[src/rtl/ifbrk_pkg.sv]
package ifbrk_pkg;
  // When a channel's break takes effect relative to the matched instruction.
  typedef enum logic {
    WHEN_PRE  = 1'b0,
    WHEN_POST = 1'b1
  } brk_when_e;

  // Per-channel decision for the current commit beat.
  typedef struct packed {
    logic fire;
    logic at_branch;
  } chan_dec_t;
endpackage

[src/rtl/ifbrk_slot_track.sv]
// Remembers the previous committed instruction so that a delay-slot marker
// is honoured only behind a taken delayed branch.
module ifbrk_slot_track #(
  parameter int AW = 32
) (
  input  logic          clk,
  input  logic          rst,
  input  logic          cm_valid,
  input  logic [AW-1:0] cm_addr,
  input  logic          cm_dbranch,
  input  logic          cm_taken,
  input  logic          cm_slot,
  output logic          eff_slot,
  output logic [AW-1:0] prev_addr
);
  logic taken_db_q;

  always_ff @(posedge clk) begin
    if (rst) begin
      taken_db_q <= 1'b0;
      prev_addr  <= '0;
    end else if (cm_valid) begin
      taken_db_q <= cm_dbranch & cm_taken;
      prev_addr  <= cm_addr;
    end
  end

  assign eff_slot = cm_valid & cm_slot & taken_db_q;
endmodule

[src/rtl/ifbrk_chan.sv]
// One breakpoint channel: address compare plus deferral for after-mode.
module ifbrk_chan
  import ifbrk_pkg::*;
#(
  parameter int AW = 32
) (
  input  logic          clk,
  input  logic          rst,
  input  logic [AW-1:0] cfg_addr,
  input  logic          cfg_en,
  input  logic          cfg_ifetch,
  input  brk_when_e     cfg_when,
  input  logic          cm_valid,
  input  logic [AW-1:0] cm_addr,
  input  logic          eff_slot,
  output chan_dec_t     dec
);
  localparam logic [AW-1:0] CMP_MASK = {{(AW-1){1'b1}}, 1'b0};

  logic armed;
  logic addr_hit;
  logic pre_fire;
  logic post_fire;
  logic pend_q;

  assign armed     = cfg_en & cfg_ifetch & ~cfg_addr[0];
  assign addr_hit  = cm_valid & armed & (((cm_addr ^ cfg_addr) & CMP_MASK) == '0);
  assign pre_fire  = addr_hit & (cfg_when == WHEN_PRE);
  assign post_fire = armed & (cfg_when == WHEN_POST) & pend_q & cm_valid & ~eff_slot;

  always_comb begin
    dec.fire      = pre_fire | post_fire;
    dec.at_branch = pre_fire & eff_slot;
  end

  // Deferred after-mode break: held across an effective slot, re-armed by a hit.
  always_ff @(posedge clk) begin
    if (rst || !armed || cfg_when != WHEN_POST) begin
      pend_q <= 1'b0;
    end else if (cm_valid) begin
      pend_q <= (pend_q & eff_slot) | addr_hit;
    end
  end
endmodule

[src/rtl/ifbrk_flags.sv]
// Sticky per-channel match flags; a set in the same cycle beats a clear.
module ifbrk_flags #(
  parameter int NCH = 2
) (
  input  logic           clk,
  input  logic           rst,
  input  logic [NCH-1:0] set,
  input  logic [NCH-1:0] wr,
  input  logic [NCH-1:0] wdata,
  output logic [NCH-1:0] flags
);
  for (genvar i = 0; i < NCH; i++) begin : g_flag
    always_ff @(posedge clk) begin
      if (rst)         flags[i] <= 1'b0;
      else if (set[i]) flags[i] <= 1'b1;
      else if (wr[i] && !wdata[i]) flags[i] <= 1'b0;
    end
  end
endmodule

[src/rtl/ifbrk_unit.sv]
module ifbrk_unit
  import ifbrk_pkg::*;
#(
  parameter int NCH = 2,
  parameter int AW  = 32
) (
  input  logic               clk,
  input  logic               rst,
  input  logic [NCH*AW-1:0]  ch_addr,
  input  logic [NCH-1:0]     ch_en,
  input  logic [NCH-1:0]     ch_ifetch,
  input  logic [NCH-1:0]     ch_post,
  input  logic               cm_valid,
  input  logic [AW-1:0]      cm_addr,
  input  logic               cm_dbranch,
  input  logic               cm_taken,
  input  logic               cm_slot,
  input  logic [NCH-1:0]     flag_wr,
  input  logic [NCH-1:0]     flag_wdata,
  output logic               brk_req,
  output logic [AW-1:0]      brk_pc,
  output logic [NCH-1:0]     brk_hit,
  output logic [NCH-1:0]     flags
);
  logic            eff_slot;
  logic [AW-1:0]   prev_addr;
  chan_dec_t       dec [NCH];
  logic [NCH-1:0]  fire_v;
  logic [NCH-1:0]  at_branch_v;

  ifbrk_slot_track #(.AW(AW)) u_slot (
    .clk        (clk),
    .rst        (rst),
    .cm_valid   (cm_valid),
    .cm_addr    (cm_addr),
    .cm_dbranch (cm_dbranch),
    .cm_taken   (cm_taken),
    .cm_slot    (cm_slot),
    .eff_slot   (eff_slot),
    .prev_addr  (prev_addr)
  );

  for (genvar i = 0; i < NCH; i++) begin : g_ch
    ifbrk_chan #(.AW(AW)) u_chan (
      .clk        (clk),
      .rst        (rst),
      .cfg_addr   (ch_addr[i*AW +: AW]),
      .cfg_en     (ch_en[i]),
      .cfg_ifetch (ch_ifetch[i]),
      .cfg_when   (brk_when_e'(ch_post[i])),
      .cm_valid   (cm_valid),
      .cm_addr    (cm_addr),
      .eff_slot   (eff_slot),
      .dec        (dec[i])
    );
    assign fire_v[i]      = dec[i].fire;
    assign at_branch_v[i] = dec[i].at_branch;
  end

  ifbrk_flags #(.NCH(NCH)) u_flags (
    .clk   (clk),
    .rst   (rst),
    .set   (fire_v),
    .wr    (flag_wr),
    .wdata (flag_wdata),
    .flags (flags)
  );

  // Registered request: one pulse per triggering beat, merged across channels.
  always_ff @(posedge clk) begin
    if (rst) begin
      brk_req <= 1'b0;
      brk_hit <= '0;
      brk_pc  <= '0;
    end else begin
      brk_req <= |fire_v;
      brk_hit <= fire_v;
      if (|fire_v) brk_pc <= (|at_branch_v) ? prev_addr : cm_addr;
    end
  end
endmodule

[config.mk]
export PLATFORM = sky130hd
export DESIGN_NAME = ifbrk_unit
export DESIGN_NICKNAME = d
export VERILOG_FILES = /design/src/rtl/ifbrk_pkg.sv /design/src/rtl/ifbrk_slot_track.sv /design/src/rtl/ifbrk_chan.sv /design/src/rtl/ifbrk_flags.sv /design/src/rtl/ifbrk_unit.sv
export SDC_FILE = /design/constraint.sdc
export NUM_CORES = 1
export LEC_CHECK = 0
export BUFFER_PORTS_ARGS = -buffer_cell sky130_fd_sc_hd__buf_2
export CAP_MARGIN = 20
export CORE_MARGIN = 2
export CORE_UTILIZATION = 44
export DETAILED_ROUTE_END_ITERATION = 16
export PLACE_DENSITY = 0.85
export SYNTH_ARGS = -nofsm -noshare
export SYNTH_HDL_FRONTEND = slang
export SYNTH_SLANG_ARGS = --single-unit
[constraint.sdc]
create_clock -name clk -period 1.7 [get_ports clk]
set_input_delay 0.085 -clock clk [delete_from_list [all_inputs] [get_ports clk]]
set_output_delay 0.085 -clock clk [all_outputs]
set_load 0.05 [all_outputs]
After elaboration in Yosys (flattened, before gate mapping)
Cells that the tools add are included.
{ "totals": {"out_inout_bits": 37, "reg_bits": 72, "in_bits": 112} }
{ "op_classes": {"n_reduce_logical": 16, "bitwise_logic": 36, "n_mux": 5} }
{ "ops": {"columns": ["operator", "count"], "rows": [
  ["$logic_not A32 Y1", 2],
  ["$xor A32 B32 Y32", 2],
  ["$mux W32", 1],
  ["$and A1 B1 Y1", 25],
  ["$not A1 Y1", 5],
  ["$logic_not A1 Y1", 4],
  ["$logic_or A1 B1 Y1", 4],
  ["$mux W1", 4],
  ["$or A1 B1 Y1", 4],
  ["$reduce_bool A2 Y1", 2],
  ["$reduce_or A2 Y1", 2],
  ["$logic_and A1 B1 Y1", 2]
]} }

Longest topological paths before layout
{ "depth": {"depth_word": 8, "mapped_depth": 9} }

Hierarchy
From an unflattened synthesis, not the netlist that was laid out.
{ "unflattened": {"cells_unflattened": 420, "area_unflattened_um2": 4169.0} }
{ "by_module_without_submodules": {"columns": ["mod", "area_per_inst_um2", "n_inst", "seq_area_each_um2", "cells_per_inst"], "rows": [
  ["ifbrk_unit", 1979.4, 1, 700.7, 197],
  ["ifbrk_slot_track", 1213.7, 1, 660.6, 109],
  ["ifbrk_chan", 441.7, 2, 20.0, 53],
  ["ifbrk_flags", 92.6, 1, 40.0, 8]
]} }

Least setup slack after synthesis
Ideal clock, no wire load.
{ "synth_timing": {"path_type": "input -> register", "start": "input port cm_addr[15]", "end": "register brk_pc[10]", "t_required_ns": 1.614, "n_path_buf": 1, "setup_ns": 0.086, "arrival_time_ns": 1.640, "setup_slack_ns": -0.025, "stages": 8, "path_cell_list": "xor2_1 > nor4_1 > nand4_1 > and4bb_1 > o2111ai_4 > buf_4 > mux2i_1 > a211oi_1"} }
{ "synth_between": {"elab_chain_cells": 7, "word_cells_on_any_way": 15} }
{ "synth_rtl": {"columns": ["item", "line_no", "rtl"], "rows": [
  ["start, declared", "ifbrk_unit.sv:14", "input logic [AW-1:0] cm_addr,"],
  ["$xor A32 B32 Y32", "ifbrk_chan.sv:27", "assign addr_hit = cm_valid & armed & (((cm_addr ^ cfg_addr) & CMP_MASK) == '0);"],
  ["$logic_not A32 Y1", "ifbrk_chan.sv:27", null],
  ["$and A1 B1 Y1", "ifbrk_chan.sv:27", null],
  ["$and A1 B1 Y1", "ifbrk_chan.sv:28", "assign pre_fire = addr_hit & (cfg_when == WHEN_PRE);"],
  ["$and A1 B1 Y1", "ifbrk_chan.sv:33", "dec.at_branch = pre_fire & eff_slot;"],
  ["$reduce_or A2 Y1", "ifbrk_unit.sv:78", "if (|fire_v) brk_pc <= (|at_branch_v) ? prev_addr : cm_addr;"],
  ["$mux W32", "ifbrk_unit.sv:78", null],
  ["end signal, assigned", "ifbrk_unit.sv:78", null],
  ["end, declared", "ifbrk_unit.sv:21", "output logic [AW-1:0] brk_pc,"]
]} }
Parallel ways exist; a longest one is shown, timed or not.
A chain may end at the register's enable or synchronous reset.

Worst setup path in the final report
{ "layout_timing": {"start": "input port cm_addr[30]", "end": "register brk_pc[13]"} }
Same word-level chain as after synthesis.

==> out/metrics.yaml <==
ys_types: 27
p_sw_mw: 1.01
p_clk_frac: 0.348
period_share: 1.07
setup_tns_ns: -1.68
p_int_mw: 2.75
wl_per_cell_microns: 17.5
comb_power_share: 0.184
postSynthAreaPerCell_sq_um: 9.63
critPathKind: "in2reg"
power.density_mw_per_mm2: 693
grt_pass1_vias: 3531
whs_path_depth: 3
violations: "negative setup slack"
max-vdd-ir-drop_v: 0.000406
hold_viol_final: 0
die-area_sq_mm: 0.00888
port_buffers: 148
place_inst: 644
worst_pin_slew_ns: 0.346
yosysMostFrequentCell: "dfxtp_1"
startpoint_type: "primary input"
yosysTopAreaCellShare: 0.403
async_reset_ff_frac: 0
whs_endpoint: "u_slot.prev_addr[0]"
fmax_mhz: 552
antenna_cells: 0
synth_cells: 372
gp_congestion: 0.923
drv_slew: 0
fp.coreArea_sq_mm: 0.00781
layout-drive-gt1-share: 0.444
multi_input_area_sq_mm: 0.00223
setup_viol: 32
drc: 0
gr-total-overflow: 0
seqCellArea_sq_mm: 0.00144
area_growth_pct: 51.4
syn_area_sq_mm: 0.00358
die_h_microns: 94.2
instances_no_fill: 669
clock_path_buffers: 2
ios: 149
initial_core_util: 0.459
antenna_found_initial: 0
die_x_microns: 94.2
crit_start: "cm_addr[30]"
leakage_nw: 2.62
drtIter0Drc: 130
htreeDepth: 3
cp-end-kind: "register"
reg2reg_from: "u_slot.taken_db_q"
tritoncts: "done"
grt_max_degree: 73
yosys_most_used_dff: "dfxtp_1"
regToRegSetupSlack_ns: 0.05
timing.slew.headroom: 0.769
fill_cells: 602
reg2reg_to: "brk_pc[16]"
min_period_ns: 1.81
synth_commonest_cells: "dfxtp_1, nor2_1, mux2i_1, xnor2_1, a211oi_1"
synth_top_cell_by_area: "dfxtp_1"
reg2reg_depth: 6
rsz0062_at_grt: "yes"
holdWs_ns: 0.00524
dp_hpwl_microns: 8480
grt_pass1_wl_microns: 17500
hp-start: "cm_addr[0]"
num_rows: 32
post-route-util: 0.694
root_buffer: "clkbuf_8"
cp_max_fo: 5
swShare: 0.268
clkLatencyLatePin_ns: 0.35
numCtsBuffers: 9
postRouteAntennaNets: 0
ys_seq_area_frac: 0.403
ys_ff_latch: 72
num_vias: 3521
synth_area_leaders: "dfxtp_1, mux2i_1, xnor2_1"
cts.sinks: 72
grtUsageTotal: 0.263
nets: 674
cp.arrival_ns: 2.07
yosysWarnings: 0
drt-pass1-iter-count: 4
viasPerCell: 5.26
routed_wl_microns: 11700
cp.required_ns: 1.96
p_seq_frac: 0.468
setup_ws_ns: -0.111
hold_path.class: "in2reg"
clk_pin_slew_ns: 0.08
maxCapViolCount: 0
synth_edf_count: 0
status: "complete, but fails checks"
fin_skew_ns: 0.00908
syn_nets: 484
## final cells by class
| cell class | instances | share of cell area |
|---|---|---|
| multi-input cells | 276 | 0.412 |
| flip-flops and latches | 72 | 0.266 |
| inverters | 2 | 0.00139 |
| well taps | 102 | 0.0235 |
| clock buffers | 12 | 0.0305 |
| clock inverters | 4 | 0.00508 |
| repair buffers | 201 | 0.262 |
## worst max-delay path by stage
stage	slack [ns]	cells after the start	to
floorplan	-0.02	8	brk_pc[10]
global placement	-0.38	10	brk_pc[14]
detailed placement	-0.50	9	brk_pc[13]
CTS	-0.06	10	brk_pc[13]
global route	-0.20	10	brk_pc[13]
finish	-0.11	10	brk_pc[13]
## placed cells by master, fill, tap and decap left out, types with 2 or more instances in the layout
cell,synthesis,final
buf_2,3,132
xnor2_2,0,15
a21oi_1,5,5
mux2i_2,0,3
nor4_1,3,2
xnor2_1,56,40
nand2_1,6,6
nand3_1,3,3
nor2b_1,2,2
buf_12,0,7
nor3_2,0,2
clkinvlp_4,0,3
nand4_1,15,15
buf_16,0,3
mux2i_1,64,61
a211oi_1,32,23
buf_4,3,41
buf_6,4,15
dfxtp_1,72,72
xor2_1,6,5
clkbuf_8,0,12
nor2_1,68,68
inv_1,2,2
o21ai_0,2,2
and3b_1,3,3
a211oi_2,0,9
nor3_1,4,2
## sequential cells by signal, summed over array words and instances (netlist names)
signal	cells
u_flags.flags	2
brk_pc	32
g_ch.u_chan.pend_q	2
brk_hit	2
u_slot.prev_addr	32
brk_req	1
u_slot.taken_db_q	1
## layer usage
| layer | up-vias | track usage | part of all wire |
|---|---|---|---|
| li1 | 1681 | - | - |
| met2 | 151 | 0.449 | 0.49 |
| met1 | 1651 | 0.312 | 0.40 |
| met5 | - | 0 | 0 |
| met3 | 38 | 0.0546 | 0.067 |
| met4 | 0 | 0.129 | 0.041 |
## cells by family after synthesis
logic type / count (synthesis) / synth area share
AO/OA/AOI/OAI: 41 / 0.0867
XOR/XNOR: 62 / 0.152
buffers and inverters: 24 / 0.0377
flip-flops: 72 / 0.403
multiplexers: 64 / 0.179
AND/OR/NAND/NOR: 109 / 0.143
## worst max-delay path: stages
cell and delay, ns:
buf_2 0.12, xnor2_1 0.29, nand4_1 0.17, nor3_2 0.22, and4bb_2 0.30, o2111ai_4 0.18
buf_12 0.19, buf_12 0.14, mux2i_2 0.16, a211oi_2 0.21
## power by group through the flow
stage               clock [mW]  combinational [mW]  sequential (mW)
floorplan                    0               0.274             1.79
global route              1.40               0.733             1.76
finish                    1.31               0.691             1.76
CTS                       1.31               0.662             1.75
detailed placement           0               0.597             1.79
global placement             0               0.580             1.79
## stage by stage
stage / power [mW] / setup slack, ns / area, sq um
after global routing: 3.89 / -0.199 / 5420
after detailed placement: 2.39 / -0.500 / 4740
after floorplan: 2.06 / -0.0184 / 3580
final: 3.76 / -0.111 / 5420
after global placement: 2.37 / -0.378 / 4740
after CTS: 3.73 / -0.0644 / 5330
## repair_timing
action / in CTS / in global routing
endpoints found under the setup margin: 32 / 32
pin swaps: 46 / 5
buffers inserted: 4 / 0
hold buffers: 1 / 0
gates resized for setup: 46 / 18
endpoints found under the hold margin: 1 / 0
cloned: 4 / 0
Power figures use the tool's default switching activity.
